[src/rtl/iat_pkg.sv]
package iat_pkg;

    typedef enum logic [3:0] {
        OP_ADDQ  = 4'd0,
        OP_ADDQV = 4'd1,
        OP_ADDL  = 4'd2,
        OP_ADDLV = 4'd3,
        OP_SUBQ  = 4'd4,
        OP_SUBQV = 4'd5,
        OP_SUBL  = 4'd6,
        OP_SUBLV = 4'd7,
        OP_MULLV = 4'd8,
        OP_MULQV = 4'd9,
        OP_UMULH = 4'd10,
        OP_POPC  = 4'd11,
        OP_CLZ   = 4'd12,
        OP_CTZ   = 4'd13
    } iat_op_e;

    typedef enum logic [1:0] {
        S_IDLE,
        S_EXEC,
        S_MUL,
        S_DONE
    } iat_state_e;

    localparam logic [7:0] OVF_CODE = 8'h01;

    function automatic logic op_traps(input logic [3:0] op);
        return (op == OP_ADDQV) || (op == OP_ADDLV) ||
               (op == OP_SUBQV) || (op == OP_SUBLV);
    endfunction

    function automatic logic op_is_mul(input logic [3:0] op);
        return (op == OP_MULLV) || (op == OP_MULQV) || (op == OP_UMULH);
    endfunction

    function automatic logic op_is_long(input logic [3:0] op);
        return (op == OP_ADDL) || (op == OP_ADDLV) ||
               (op == OP_SUBL) || (op == OP_SUBLV);
    endfunction

    function automatic logic op_is_sub(input logic [3:0] op);
        return (op == OP_SUBQ) || (op == OP_SUBQV) ||
               (op == OP_SUBL) || (op == OP_SUBLV);
    endfunction

endpackage

[src/rtl/iat_addsub.sv]
module iat_addsub #(
    parameter int WORD = 64
) (
    input  logic [WORD-1:0] a,
    input  logic [WORD-1:0] b,
    input  logic            sub,
    input  logic            long_mode,
    output logic [WORD-1:0] sum,
    output logic            ovf
);
    localparam int HALF = WORD / 2;

    logic [WORD-1:0] quad_r;
    logic [HALF-1:0] long_r;
    logic            sign_a, sign_b, sign_r;

    always_comb begin
        quad_r = sub ? (a - b) : (a + b);
        long_r = sub ? (a[HALF-1:0] - b[HALF-1:0]) : (a[HALF-1:0] + b[HALF-1:0]);
        if (long_mode) begin
            sum    = {{HALF{long_r[HALF-1]}}, long_r};
            sign_a = a[HALF-1];
            sign_b = b[HALF-1];
            sign_r = long_r[HALF-1];
        end else begin
            sum    = quad_r;
            sign_a = a[WORD-1];
            sign_b = b[WORD-1];
            sign_r = quad_r[WORD-1];
        end
        // add: like signs, result sign flips; sub: unlike signs, result leaves minuend sign
        if (sub) ovf = (sign_a != sign_b) && (sign_r != sign_a);
        else     ovf = (sign_a == sign_b) && (sign_r != sign_a);
    end
endmodule

[src/rtl/iat_bitcount.sv]
module iat_bitcount #(
    parameter int WORD = 64,
    parameter int CW   = $clog2(WORD) + 1
) (
    input  logic [WORD-1:0] x,
    output logic [CW-1:0]   popc,
    output logic [CW-1:0]   lz,
    output logic [CW-1:0]   tz
);
    localparam int LOG2 = $clog2(WORD);

    logic [WORD-1:0] vl, vt;

    always_comb begin
        popc = '0;
        for (int i = 0; i < WORD; i++) popc = popc + CW'(x[i]);
    end

    // binary narrowing: halve the window each step (32,16,8,4,2,1 for 64 bits)
    always_comb begin
        lz = '0;
        tz = '0;
        vl = x;
        vt = x;
        if (x == '0) begin
            lz = CW'(WORD);
            tz = CW'(WORD);
        end else begin
            for (int s = LOG2 - 1; s >= 0; s--) begin
                if ((vl >> (WORD - (1 << s))) == '0) begin
                    lz = lz + CW'(1 << s);
                    vl = vl << (1 << s);
                end
                if ((vt << (WORD - (1 << s))) == '0) begin
                    tz = tz + CW'(1 << s);
                    vt = vt >> (1 << s);
                end
            end
        end
    end
endmodule

[src/rtl/iat_mul_acc.sv]
module iat_mul_acc #(
    parameter int WORD = 64
) (
    input  logic [2*WORD-1:0] acc,
    input  logic [WORD-1:0]   a,
    input  logic [WORD-1:0]   b,
    input  logic [1:0]        step,
    output logic [2*WORD-1:0] acc_next
);
    localparam int HALF = WORD / 2;

    logic [HALF-1:0]   xa, yb;
    logic [WORD-1:0]   pp;
    logic [2*WORD-1:0] pp_ext;

    always_comb begin
        case (step)
            2'd0:    begin xa = a[HALF-1:0];    yb = b[HALF-1:0];    end
            2'd1:    begin xa = a[HALF-1:0];    yb = b[WORD-1:HALF]; end
            2'd2:    begin xa = a[WORD-1:HALF]; yb = b[HALF-1:0];    end
            default: begin xa = a[WORD-1:HALF]; yb = b[WORD-1:HALF]; end
        endcase
        pp = WORD'(xa) * WORD'(yb);
        case (step)
            2'd0:         pp_ext = {{WORD{1'b0}}, pp};
            2'd1, 2'd2:   pp_ext = {{HALF{1'b0}}, pp, {HALF{1'b0}}};
            default:      pp_ext = {pp, {WORD{1'b0}}};
        endcase
        acc_next = acc + pp_ext;
    end
endmodule

[src/rtl/int_trap_alu.sv]
module int_trap_alu
    import iat_pkg::*;
#(
    parameter int WORD = 64
) (
    input  logic            clk,
    input  logic            rst_n,
    input  logic            start,
    input  logic [3:0]      opcode,
    input  logic [WORD-1:0] opa,
    input  logic [WORD-1:0] opb,
    output logic [WORD-1:0] result,
    output logic            done,
    output logic            trap,
    output logic [7:0]      trap_code
);
    localparam int HALF   = WORD / 2;
    localparam int CW     = $clog2(WORD) + 1;
    localparam int MSTEPS = 4;
    localparam int SW     = $clog2(MSTEPS);

    iat_state_e        state_q, state_d;
    logic [3:0]        op_q;
    logic [WORD-1:0]   a_q, b_q, res_q;
    logic [2*WORD-1:0] acc_q, acc_nx;
    logic [SW-1:0]     cnt_q;
    logic              ovf_q;

    logic [WORD-1:0]   as_sum, ex_res, mul_res;
    logic              as_ovf, ex_ovf, mul_ovf;
    logic [CW-1:0]     n_pop, n_lz, n_tz;

    iat_addsub #(.WORD(WORD)) u_addsub (
        .a(a_q), .b(b_q), .sub(op_is_sub(op_q)), .long_mode(op_is_long(op_q)),
        .sum(as_sum), .ovf(as_ovf)
    );

    iat_bitcount #(.WORD(WORD), .CW(CW)) u_count (
        .x(a_q), .popc(n_pop), .lz(n_lz), .tz(n_tz)
    );

    iat_mul_acc #(.WORD(WORD)) u_mul (
        .acc(acc_q), .a(a_q), .b(b_q), .step(cnt_q), .acc_next(acc_nx)
    );

    // next-state logic
    always_comb begin
        state_d = state_q;
        unique case (state_q)
            S_IDLE: if (start) state_d = op_is_mul(opcode) ? S_MUL : S_EXEC;
            S_EXEC: state_d = S_DONE;
            S_MUL:  if (cnt_q == SW'(MSTEPS - 1)) state_d = S_DONE;
            S_DONE: state_d = S_IDLE;
            default: state_d = S_IDLE;
        endcase
    end

    // state register
    always_ff @(posedge clk or negedge rst_n) begin
        if (!rst_n) state_q <= S_IDLE;
        else        state_q <= state_d;
    end

    // single-cycle result selection
    always_comb begin
        ex_res = '0;
        ex_ovf = 1'b0;
        case (op_q)
            OP_ADDQ, OP_ADDQV, OP_ADDL, OP_ADDLV,
            OP_SUBQ, OP_SUBQV, OP_SUBL, OP_SUBLV: begin
                ex_res = as_sum;
                ex_ovf = as_ovf && op_traps(op_q);
            end
            OP_POPC: ex_res = WORD'(n_pop);
            OP_CLZ:  ex_res = WORD'(n_lz);
            OP_CTZ:  ex_res = WORD'(n_tz);
            default: ex_res = '0;
        endcase
    end

    // multiply finish: selects from the completed 128-bit product
    always_comb begin
        mul_res = '0;
        mul_ovf = 1'b0;
        case (op_q)
            OP_MULLV: begin
                mul_res = {{HALF{acc_nx[HALF-1]}}, acc_nx[HALF-1:0]};
                mul_ovf = !((acc_nx[WORD-1:HALF-1] == '0) || (acc_nx[WORD-1:HALF-1] == '1));
            end
            OP_MULQV: begin
                mul_res = acc_nx[WORD-1:0];
                mul_ovf = |acc_nx[2*WORD-1:WORD];
            end
            OP_UMULH: mul_res = acc_nx[2*WORD-1:WORD];
            default:  mul_res = '0;
        endcase
    end

    // datapath registers
    always_ff @(posedge clk or negedge rst_n) begin
        if (!rst_n) begin
            op_q  <= '0;
            a_q   <= '0;
            b_q   <= '0;
            acc_q <= '0;
            cnt_q <= '0;
            res_q <= '0;
            ovf_q <= 1'b0;
        end else begin
            unique case (state_q)
                S_IDLE: if (start) begin
                    op_q  <= opcode;
                    acc_q <= '0;
                    cnt_q <= '0;
                    if (opcode == OP_MULLV) begin
                        // signed longword: sign-extend so the unsigned array yields the signed product
                        a_q <= {{HALF{opa[HALF-1]}}, opa[HALF-1:0]};
                        b_q <= {{HALF{opb[HALF-1]}}, opb[HALF-1:0]};
                    end else begin
                        a_q <= opa;
                        b_q <= opb;
                    end
                end
                S_EXEC: begin
                    res_q <= ex_res;
                    ovf_q <= ex_ovf;
                end
                S_MUL: begin
                    acc_q <= acc_nx;
                    cnt_q <= cnt_q + 1'b1;
                    if (cnt_q == SW'(MSTEPS - 1)) begin
                        res_q <= mul_res;
                        ovf_q <= mul_ovf;
                    end
                end
                default: ;
            endcase
        end
    end

    // outputs
    always_comb begin
        result    = res_q;
        done      = (state_q == S_DONE);
        trap      = (state_q == S_DONE) && ovf_q;
        trap_code = trap ? OVF_CODE : 8'h00;
    end

    // done is a single-cycle pulse
    a_r13_done_single: assert property (@(posedge clk) disable iff (!rst_n)
        done |=> !done);

    // captured operation is held while busy
    a_r13_busy_hold: assert property (@(posedge clk) disable iff (!rst_n)
        (state_q == S_EXEC || state_q == S_MUL) |=> ($stable(op_q) && $stable(a_q) && $stable(b_q)));

    // trap only accompanies done
    a_r12_trap_done: assert property (@(posedge clk) disable iff (!rst_n)
        trap |-> done);

    // plain add/sub never trap
    a_r6_no_trap_plain: assert property (@(posedge clk) disable iff (!rst_n)
        (done && (op_is_long(op_q) || op_is_sub(op_q) || op_q == OP_ADDQ) && !op_traps(op_q)) |-> !trap);

    // longword results are sign-extended
    a_r3_long_sext: assert property (@(posedge clk) disable iff (!rst_n)
        (done && op_is_long(op_q)) |-> (result[WORD-1:HALF] == {HALF{result[HALF-1]}}));

    // counts never exceed the word width
    a_r11_count_range: assert property (@(posedge clk) disable iff (!rst_n)
        (done && (op_q == OP_CLZ || op_q == OP_CTZ || op_q == OP_POPC)) |-> (result <= WORD));

    // multiply-high never traps
    a_r9_umulh_no_trap: assert property (@(posedge clk) disable iff (!rst_n)
        (done && op_q == OP_UMULH) |-> !trap);
endmodule

[config.mk]
export PLATFORM = sky130hd
export DESIGN_NAME = int_trap_alu
export DESIGN_NICKNAME = d
export VERILOG_FILES = /design/src/rtl/iat_pkg.sv /design/src/rtl/iat_addsub.sv /design/src/rtl/iat_bitcount.sv /design/src/rtl/iat_mul_acc.sv /design/src/rtl/int_trap_alu.sv
export SDC_FILE = /design/constraint.sdc
export NUM_CORES = 2
export LEC_CHECK = 0
export ABC_CLOCK_PERIOD_IN_PS = 17400
export BUFFER_PORTS_ARGS = -buffer_cell sky130_fd_sc_hd__buf_4
export CORE_ASPECT_RATIO = 0.8
export CORE_MARGIN = 5
export CORE_UTILIZATION = 45
export CTS_CLUSTER_DIAMETER = 100
export DETAILED_ROUTE_END_ITERATION = 12
export GPL_ROUTABILITY_DRIVEN = 0
export PLACE_DENSITY = 0.6
export SLEW_MARGIN = 10
export SYNTH_ARGS = -nofsm -noshare
export SYNTH_HDL_FRONTEND = slang
export SYNTH_HIERARCHICAL = 1
export SYNTH_SLANG_ARGS = --single-unit
[constraint.sdc]
create_clock -name clk -period 17.4 [get_ports clk]
set_input_delay 0.87 -clock clk [delete_from_list [all_inputs] [get_ports clk]]
set_output_delay 0.87 -clock clk [all_outputs]
set_load 0.005 [all_outputs]
==> metrics.cfg <==
[clock_network]
cts_max_path_buffers=3
insertion_delay_ps=650
cts-resized-gates=0
clock-sinks=329
cts_root_buf=clkbuf_16
postCtsHoldBufs=0
ctsHtreeMaxLevel=2
cts_tree=yes
path_clk_slew_ps=70
post_cts_buffers=0
cts_buffers=42

[global_route]
grt_max_degree=117
grt_pass1_wl_um=392000
antenna_found_initial=16
grt_overflow=0
grt_pass1_vias=57500
gr-usage-all-layers=0.353

[sta]
rsz0062_at_grt=false
setup_violations=0
fin_skew_ps=21.1
max_slew_margin=-0.0509
timing.setup.tns_ps=0
slew_violations=13
fin_crit_sh=0.990
tightestPinTransition_ps=1570
hold_viol_final=0
max_freq_mhz=58.1
min_period_ps=17220

[yosys]
synth_top_family_by_area=adder cells
seq_area_frac_synth=0.128
netlist-cell-type-count=120
yosys_warnings=6
synth_compound_area_frac=0.168
syn_area_mm2=0.0644
synth_xor_area_frac=0.0408
synthCells=7650
synthAdderAreaFrac=0.389
ys_top_cells_by_count=1030 x inv_1, 952 x fa_1, 874 x nor2_1
synthMuxAreaShare=0.0335
synth_edf_count=0
synthSimpleGateAreaFrac=0.153
synth_top_cell_by_area=fa_1
synth_area_leaders=fa_1 30%, dfrtp_1 13%, ha_1 9.3%
synth-seq-cells=329
synthFlopType=dfrtp_1
synth_top_area_frac=0.296
yosysMostFrequentCell=inv_1
postSynth.asyncResetShare=1.00
syn_avg_cell_area_um2=8.42

[layout]
area_growth_pct=7.84
final_nets=9189
fillers=13800
drive_gt1_frac=0.0922

[detailed_routing]
drc=0
drt_iter0_markers=9132
wl_um=270000
vias=59800
viasPerCell=6.25
antenna_left=0
wl_per_cell_um=28.2
drt_pass1_iterations=10

[die]
die_y_um=348
coreArea_mm2=0.143
rows=124
io_pins=209
initial_core_util=0.452
fp.dieArea_mm2=0.151
die_w_um=433

[worst_hold_path]
hold_class=in2async

[critical_path]
r2r_cells=47
worstSetupEndpointType=flip-flop
critPathKind=reg2reg
cp_data_arrival_time_ps=17710
crit_slowest_cell=xor2_1
timing.critical_path.from_type=flip-flop
crit_path_max_incr_delay_ps=990
cp_max_fo=28
cp.required_ps=17880
worst_path_most_repeated_cell=fa_1

[placed_design]
port_buffers=201
place_hpwl_um=214000

[run_status]
outcome=finished with violations
violations=capacitance limit, slew limit

[run]
max-cap-violations=2

cells by family (layout without fill, tap and decap cells):
| group | Yosys count | count (layout) |
|---|---|---|
| buffers and inverters | 1460 | 1461 |
| other | 1 | 24 |
| xor gates and xnor gates | 299 | 299 |
| AOI/OAI and AO/OA | 1687 | 1687 |
| and+or+nand+nor | 2245 | 2245 |
| adders and majority gates | 1430 | 1430 |
| DFF | 329 | 329 |
| muxes | 199 | 199 |
worst paths after layout:
path | from | end | slack [ps]
setup / recovery | cnt_q[0] | ovf_q | 180
hold / removal | rst_n | result[59] | 320
setup reg to reg | cnt_q[0] | ovf_q | 180
hold reg to reg | result[28] | result[28] | 480
max in group asynchronous | rst_n | acc_q[42] | 14930
min in group clk | opa[10] | a_q[10] | 450
metrics by stage:
stage          hold slack [ps]  area (um^2)  setup WS, ps   util  instances
6_report                   318        69400           177  0.487       9564
5_1_grt                    397        69400           113  0.487       9547
4_1_cts                    349        69400          1290  0.487       9547
3_5_place_dp               472        67900          1370  0.476       9470
3_3_place_gp               468        67900          1320  0.476       9470
2_1_floorplan              473        64400          4640      -       7656
cell type report:
cell class,count,area [um^2],share of cell area
Multi-Input combinational cell,5867,50800,0.731
Clock inverter,23,272,0.00391
Inverter,1032,3870,0.0558
Antenna cell,17,42.5,0.000613
Tap cell,1890,2360,0.0341
Sequential cell,329,8230,0.119
Clock buffer,54,1200,0.0172
Timing Repair Buffer,352,2660,0.0384
layout by cell type (no fill, tap or decap), drive strengths merged, types with 15 or more instances in the layout:
cell	Yosys	final
nor4	61	61
buf	86	352
o21ai	392	392
fa	952	952
o21bai	67	67
inv	1031	1038
mux2	130	130
nor3	78	78
clkbuf	341	54
dfrtp	329	329
a21oi	564	564
nand3	59	59
nand2b	27	27
a211oi	28	28
o21a	30	30
and2	60	60
nor2	875	875
xnor2	204	204
or2	16	16
nand2	841	841
diode	0	17
and3	34	34
nand4	97	97
nor2b	30	30
or4	15	15
ha	478	478
o22ai	18	18
a21o	167	167
a31oi	44	44
xor2	95	95
o31ai	23	23
a22oi	65	65
mux2i	69	69
a22o	141	141
worst max-delay path, delay by kind of cell, from the launching register on:
kind | cells | cell delay (ps)
compound gates | 19 | 4570
xor+xnor | 2 | 1170
buf+inv | 5 | 1210
simple gates | 9 | 3710
fa+ha+maj | 11 | 5160
mux | 1 | 790
flops | 1 | 420
flip-flops by register name, summed over array words and instances (netlist names):
| signal | count |
|---|---|
| state_q | 2 |
| ovf_q | 1 |
| a_q | 64 |
| b_q | 64 |
| result | 64 |
| cnt_q | 2 |
| op_q | 4 |
| acc_q | 128 |
metal layers:
metal,up-vias,GRT usage,part of all wire
met2,4202,0.464,0.38
li1,25200,-,-
met4,14,0.174,0.067
met3,864,0.156,0.16
met1,29500,0.489,0.40
met5,-,0,0.00039
Power is not shown: default switching activity piles up to over one toggle a cycle in this logic, so the estimate is an artifact.
